### config.mk
export PLATFORM = sky130hd
export DESIGN_NAME = ecc72_path
export DESIGN_NICKNAME = d
export VERILOG_FILES = /design/src/rtl/ecc72_path.sv
export SDC_FILE = /design/constraint.sdc
export NUM_CORES = 1
export LEC_CHECK = 0
export ABC_AREA = 1
export BUFFER_PORTS_ARGS = -buffer_cell sky130_fd_sc_hd__buf_2
export CAP_MARGIN = 30
export CELL_PAD_IN_SITES_DETAIL_PLACEMENT = 1
export CELL_PAD_IN_SITES_GLOBAL_PLACEMENT = 2
export CORE_AREA = 3 3 231 165
export DETAILED_ROUTE_END_ITERATION = 16
export DIE_AREA = 0 0 234 168
export PLACE_DENSITY_LB_ADDON = 0.3
export SKIP_CTS_REPAIR_TIMING = 1
export SYNTH_ARGS = -nofsm -noshare
export SYNTH_HDL_FRONTEND = slang
export SYNTH_SLANG_ARGS = --single-unit
### constraint.sdc
create_clock -name clk -period 3.65 [get_ports clk]
set_input_delay 0.5475 -clock clk [delete_from_list [all_inputs] [get_ports clk]]
set_output_delay 0.5475 -clock clk [all_outputs]
set_load 0.02 [all_outputs]
### src/rtl/ecc72_path.sv
`timescale 1ns/1ps
module ecc72_path #(
  parameter int DW = 64,
  parameter int CW = 8
) (
  input  logic          clk,
  input  logic          rst_n,
  input  logic          ecc_on,
  input  logic [DW-1:0] wr_data,
  output logic [CW-1:0] wr_check,
  input  logic          rd_valid_in,
  input  logic [DW-1:0] rd_data_in,
  input  logic [CW-1:0] rd_check_in,
  output logic          rd_valid_out,
  output logic [DW-1:0] rd_data_out,
  output logic          sbe_flag,
  output logic          dbe_flag,
  output logic [CW-1:0] syndrome
);
  localparam int PB   = CW - 1;
  localparam int NPOS = DW + PB;

  function automatic int pos_of(input int d);
    int k;
    k = -1;
    for (int p = 1; p <= NPOS; p++) begin
      if ((p & (p - 1)) != 0) begin
        k++;
        if (k == d) return p;
      end
    end
    return 0;
  endfunction

  function automatic logic [DW-1:0] mask_of(input int i);
    logic [DW-1:0] m;
    m = '0;
    for (int d = 0; d < DW; d++)
      m[d] = ((pos_of(d) >> i) & 1) == 1;
    return m;
  endfunction

  logic          v_q;
  logic [DW-1:0] data_q;
  logic [CW-1:0] chk_q;

  always_ff @(posedge clk or negedge rst_n) begin
    if (!rst_n) v_q <= 1'b0;
    else        v_q <= rd_valid_in;
  end

  always_ff @(posedge clk) begin
    data_q <= rd_data_in;
    chk_q  <= rd_check_in;
  end

  logic [PB-1:0] enc_par, dec_par, syn;
  logic [DW-1:0] flip;

  for (genvar i = 0; i < PB; i++) begin : g_par
    localparam logic [DW-1:0] M = mask_of(i);
    assign enc_par[i] = ^(wr_data & M);
    assign dec_par[i] = ^(data_q & M);
  end

  assign wr_check = {^{wr_data, enc_par}, enc_par};

  assign syn = dec_par ^ chk_q[PB-1:0];

  logic ovf, in_range, single, dbl, live;
  assign ovf      = ^{data_q, chk_q};
  assign in_range = int'(syn) <= NPOS;
  assign single   = ovf && in_range;
  assign dbl      = (!ovf && syn != '0) || (ovf && !in_range);
  assign live     = ecc_on && v_q;

  for (genvar d = 0; d < DW; d++) begin : g_fix
    localparam int P = pos_of(d);
    assign flip[d] = single && (syn == PB'(P));
  end

  assign rd_valid_out = ecc_on ? v_q : rd_valid_in;
  assign rd_data_out  = ecc_on ? (data_q ^ flip) : rd_data_in;
  assign sbe_flag     = live && single;
  assign dbe_flag     = live && dbl;
  assign syndrome     = live ? {ovf, syn} : '0;
endmodule


==> flow_summary.yaml, run 1 <==
outcome:
  status: "complete, but fails checks"
  violations: "negative setup slack"
pwr:
  vdd_ir_drop_max_uv: 258
  intPower_w: 0.00298
  power.density_nw_per_um2: 435
  p_leak_nw: 7.93
  seqPwrFrac: 0.144
  switching_power_w: 0.00338
  combPwrFrac: 0.704
  p_clk_frac: 0.152
  p_sw_frac: 0.532
logic_synthesis:
  ys_seq_area_frac: 0.136
  synth_nets: 2229
  ys_types: 36
  ys_ff_latch: 73
  synthCells: 2089
  ys_async_sr_fraction: 0.0137
  syn_area_um2: 10800
  yosys_warnings: 0
  ys.flop_type: "dfxtp_1"
  avgSynthCellArea_um2: 5.16
  synth_edf_count: 0
sta:
  setup_slack_ns: -0.0126
  slew_violations: 0
  rsz0062_at_grt: "yes"
  worst_pin_slew_ns: 0.559
  finalSetupViolations: 1
  fmax_mhz: 273
  finalCriticalPeriod_ns: 3.66
  period_share: 1.00
  fin_hold_ws_ns: 0.272
  slew_headroom: 0.627
  final_hold_viol_count: 0
detailed_routing:
  detail_route.wl_per_cell_um: 17.6
  num_vias: 13700
  drc: 0
  dr.pass1.iters: 5
  met2_length_mm: 21.7
  dr_wl_met3_mm: 2.20
  vias_per_cell: 4.86
  highest_layer: "met5"
  antenna_left: 0
  wl_met1_mm: 24.7
  drt_iter0_drc: 622
  drt_wl_total_mm: 49.6
cts:
  cts_root_buf: "clkbuf_16"
  cts_tree: "yes"
  cts_buffer_depth: 2
  cts_made_buffers: 9
  clkTransAtPathRegs_ns: 0.06
  numClockSinks: 73
  cts_max_level: 3
die:
  start_util: 0.300
  die_area_um2: 39300
  die_x_um: 234
  rows: 58
  io_pins: 223
  die_y_um: 168
  coreArea_um2: 35900
cells_and_area:
  multi_input_area_um2: 9170
  seq_area_um2: 1640
  finalNetCount: 2466
  area_growth_pct: 35.8
  layout-drive-gt1-share: 0.317
  fin_util: 0.407
  final_area_um2: 14600
  layout.cells.non_filler: 2812
  fillCellCount: 4919
placement:
  place_inst: 2750
  placedInstanceArea_um2: 12300
  post-dp-hpwl_mm: 38.3
  io_buffer_count: 222
  place_congestion: 0.888
  place_ws_ns: -0.0562
setup_path:
  start_kind: "flop"
  crit_top_cell: "nand2_1"
  crit_arrival_ns: 3.12
  path_class: "flop to output pin"
  cpPeakStageDelay_ns: 0.43
  path_cells: "inv_6 > nand2_4 > nand2_4 > buf_4 > xnor2_1 > or2_1 > nand2_1 > nand2_1 > nand2_1 > nand2_1 > nand2_2 > inv_1 > nand2_2 > nand2_4 > nand2_8 > clkinv_16 > clkbuf_16 > nand3_1 > nand3_1 > nand2_2 > buf_6"
  worstPathMaxFanout: 11
  cp_slowest_cell: "dfxtp_4"
  end_kind: "output pin"
  crit_required_ns: 3.10
global_routing:
  grt_pass1_vias: 13100
  grt-ovfl-total: 0
  grt_first_pass_wirelength_mm: 70.5
  grt_usage: 0.228
  antenna_found_initial: 3
  grt_max_degree: 47
job:
  drv_cap: 0
hold_path:
  hold_class: "input port to flop"
placed cells by master (no fill, tap or decap), drive strengths merged:
| cell | instances |
|---|---|
| a21o | 1 |
| a21oi | 5 |
| buf | 288 |
| bufinv | 1 |
| clkbuf | 20 |
| clkinv | 6 |
| dfrtp | 1 |
| dfxtp | 72 |
| diode | 1 |
| dlygate4sd3 | 1 |
| inv | 196 |
| nand2 | 1179 |
| nand3 | 248 |
| nand3b | 8 |
| nand4 | 4 |
| nor2 | 93 |
| o21ai | 20 |
| or2 | 3 |
| xnor2 | 104 |
| xor2 | 81 |
synthesized netlist by cell type, types with 3 or more instances:
master    instances  share of area
o21ai_0          20         0.0093
dfxtp_1          72           0.13
nor2_4            5         0.0052
nand3b_1          7         0.0049
a21oi_1           4         0.0019
inv_4             4         0.0023
inv_2            47          0.016
xnor2_1         102          0.083
nand2_1        1151           0.40
buf_2            28          0.013
nor2_2            3         0.0017
nand4_1           4         0.0023
inv_1           147          0.051
nand2_2          23          0.013
nor2_1           84          0.029
xor2_1           81          0.066
clkbuf_1         22         0.0077
nand3_1         232           0.11
nand2_4           4         0.0042
buf_4            12         0.0084
nand3_2          16          0.015
logic make-up after synthesis:
group,synth area share
AND/OR/NAND/NOR,0.589
AO/OA/AOI/OAI,0.0134
buffers and inverters,0.109
flip-flops,0.136
XOR/XNOR,0.152
layer usage:
| metal | vias up | global-route usage |
|---|---|---|
| li1 | 6820 | - |
| met1 | 6526 | 0.337 |
| met2 | 261 | 0.350 |
| met3 | 65 | 0.0360 |
| met4 | 4 | 0.0407 |
| met5 | - | 0 |
flip-flops by register name, indices dropped and copies added, names as in the netlist:
register and flops:
data_q 64, v_q 1, chk_q 8
cell type report:
cell class                 instances  area share
timing repair inverter             1     0.00111
inverter                         199      0.0565
timing repair buffer             296       0.141
clock inverter                     3     0.00274
tap                              480      0.0411
sequential                        73       0.112
antenna                            1    0.000171
multi-input combinational       1746       0.627
clock buffer                      13      0.0178
worst paths after layout:
path                                 from               to  slack (ns)  depth (start not counted)
max in group asynchronous           rst_n              v_q        3.06                          2
min in group asynchronous           rst_n              v_q        0.51                          2
min                        rd_check_in[0]         chk_q[0]        0.27                          1
max                            data_q[25]  rd_data_out[17]       -0.01                         21
through the flow:
stage | TNS (ns) | total power [W]
global placement | -0.163 | 0.00407
CTS | -16.67 | 0.00516
detailed placement | -0.111 | 0.00417
finish | -0.0126 | 0.00636
global route | -3.81 | 0.00676
floorplan | 0 | 0.00313
critical path: cells and delay by family, from the launching register on:
family / cells / cell delay [ns]
XOR/XNOR: 1 / 0.12
buffers and inverters: 6 / 0.69
flip-flops: 1 / 0.43
AND/OR/NAND/NOR: 14 / 1.46
power by group through the flow:
stage	Clock, W	Combinational [W]	Sequential, W
global route	0.00102	0.00481	0.000926
detailed placement	0	0.00324	0.000932
CTS	0.000984	0.00326	0.000915
global placement	0	0.00314	0.000930
finish	0.000965	0.00448	0.000918
floorplan	0	0.00224	0.000891
Power figures use the tool's default switching activity.
==> run 2, diff against run 1 <==
CTS_BUF_LIST = sky130_fd_sc_hd__clkbuf_8   (was unset)
==> run 2 against run 1 <==
  * The run still ends with negative setup slack left
  * Power up 7.7%
  * Sequential power about the same
  * Cell count up 0.92%
  * Fmax down 1.6%
  * Critical path type unchanged
  * Clock-buffer cell count down 2
  * Largest power group unchanged
  * Sequential share of layout area down 0.72 points
  * Critical path depth unchanged
  * Non-clock buffer count up 24
  * Sequential cell count unchanged
  * Global-route usage down 0.089 points
==> flow_summary.yaml, run 2 (same netlist as run 1, synthesis figures left out) <==
detailed_routing:
  vias_per_cell: 4.92
  num_vias: 14000
  detail_route.wl_per_cell_um: 18.3
  antenna_left: 0
  dr.pass1.iters: 5
  drt_iter0_drc: 744
  drc: 0
  drt_wl_total_mm: 51.8
die:
  start_util: 0.300
  rows: 58
  coreArea_um2: 35900
  die_area_um2: 39300
  io_pins: 223
  die_x_um: 234
  die_y_um: 168
outcome:
  violations: "negative setup slack"
  status: "complete, but fails checks"
placement:
  place_congestion: 0.888
  post-dp-hpwl_mm: 38.3
  io_buffer_count: 222
  place_inst: 2750
pwr:
  switching_power_w: 0.00373
  p_leak_nw: 8.34
  power.density_nw_per_um2: 438
  seqPwrFrac: 0.134
  p_clk_frac: 0.105
  p_sw_frac: 0.545
  combPwrFrac: 0.761
  intPower_w: 0.00312
  power_w: 0.00686
  vdd_ir_drop_max_uv: 193
job:
  drv_cap: 0
sta:
  finalCriticalPeriod_ns: 3.72
  rsz0062_at_grt: "yes"
  setup_slack_ns: -0.0703
  slew_violations: 0
  fmax_mhz: 269
  worst_pin_slew_ns: 0.594
  period_share: 1.02
  final_hold_viol_count: 0
  fin_hold_ws_ns: 0.228
  finalSetupViolations: 35
  slew_headroom: 0.604
cts:
  cts_root_buf: "clkbuf_8"
  cts_max_level: 3
  numClockSinks: 73
  cts_buffer_depth: 2
  cts_made_buffers: 9
  cts_tree: "yes"
  clkTransAtPathRegs_ns: 0.08
setup_path:
  crit_arrival_ns: 3.17
  path_class: "flop to output pin"
  crit_family: "simple AND/OR/NAND/NOR gates"
  start_kind: "flop"
  cpPeakStageDelay_ns: 0.41
  crit_top_cell: "nand2_1"
  worst-path-buf-inv: 6
  path_cells: "inv_4 > nand2_2 > nand2_4 > buf_4 > xnor2_1 > or2_1 > nand2_1 > nand2_1 > nand2_1 > nand2_1 > nand2_2 > inv_1 > nand2_4 > nand2_8 > nand2_8 > clkinv_16 > clkbuf_16 > nand3_1 > nand3_1 > nand2_1 > buf_4"
  cp_slowest_cell: "dfxtp_4"
  crit_required_ns: 3.10
  worstPathMaxFanout: 6
  end_kind: "output pin"
global_routing:
  grt_usage: 0.227
  antenna_found_initial: 2
  grt_first_pass_wirelength_mm: 70.2
  grt-ovfl-total: 0
  grtUsageMet2: 0.347
  grtUsageMet1: 0.336
  grt_max_degree: 47
  grt_pass1_vias: 13000
  grt_util_met3: 0.0394
  grt_busiest_layer: "met2"
cells_and_area:
  largest_registers: "data_q (64), chk_q (8), v_q (1)"
  final_cell_mix: "nand2_1 (934), nand2_2 (201), buf_2 (174)"
  fin_util: 0.436
  layout.cells.non_filler: 2838
  finalNetCount: 2492
  layout-drive-gt1-share: 0.374
  area_growth_pct: 45.5
  largest_register_ffs: 64
  fillCellCount: 4862
  largest_register: "data_q"
  mostFrequentLayoutCell: "nand2_1"
hold_path:
  hold_class: "input port to flop"
  min_to: "chk_q[4]"
  whs_path_depth: 1
  holdCritStartpoint: "rd_check_in[4]"
-- run 2: cell types whose count changed in the layout (fill, tap and decap cells not counted), moves of 7 or more --
cell / change
nand2_1: -81
nand2_2: +67
nand3_1: -36
buf_6: +32
nand3_2: +29
buf_4: -14
clkbuf_8: +9
nand2_4: +9
buf_12: +7
nand3_4: +7
nor2_2: -7
-- run 2: layout make-up --
class                   instances  area [um^2]  share of cell area
repair buffers                320         2560               0.163
multi-input cells            1747         9790               0.625
flip-flops and latches         73         1640               0.105
clock inverters                 5         47.5             0.00303
repair inverters                2         32.5             0.00208
inverters                     199          845              0.0539
diodes                          1         2.50            0.000160
well taps                     480          601              0.0383
clock buffers                  11          151             0.00966
-- run 2: routing by layer --
layer  routed length [um]  up-vias
met1                25500     6686
met4                 1120        2
met2                22700      308
met3                 2510       73
li1                     -     6889
met5                    7        -
-- run 2: worst max path at each step --
stage	startpoint	end	cells after the start
floorplan	wr_data[55]	wr_check[7]	25
finish	data_q[24]	rd_data_out[48]	21
global placement	data_q[25]	rd_data_out[31]	24
global route	data_q[24]	rd_data_out[16]	22
CTS	data_q[25]	rd_data_out[16]	24
detailed placement	data_q[25]	rd_data_out[31]	24
-- run 2: power by group through the flow --
stage | Combinational [W] | Clock [W] | Sequential (W)
after floorplan | 0.00224 | 0 | 0.000891
after global placement | 0.00314 | 0 | 0.000930
after detailed placement | 0.00324 | 0 | 0.000932
after CTS | 0.00326 | 0.000738 | 0.000914
after global routing | 0.00554 | 0.000774 | 0.000925
final | 0.00522 | 0.000721 | 0.000918
-- run 2: metrics by stage --
| stage | setup TNS [ns] | instance area [um^2] | worst slack [ns] |
|---|---|---|---|
| 6_report | -0.977 | 15700 | -0.0703 |
| 5_1_grt | -9.80 | 15700 | -0.214 |
| 3_5_place_dp | -0.111 | 12300 | -0.0562 |
| 4_1_cts | -20.22 | 12500 | -0.540 |
| 2_1_floorplan | 0 | 10800 | 0.726 |
| 3_3_place_gp | -0.163 | 12300 | -0.104 |
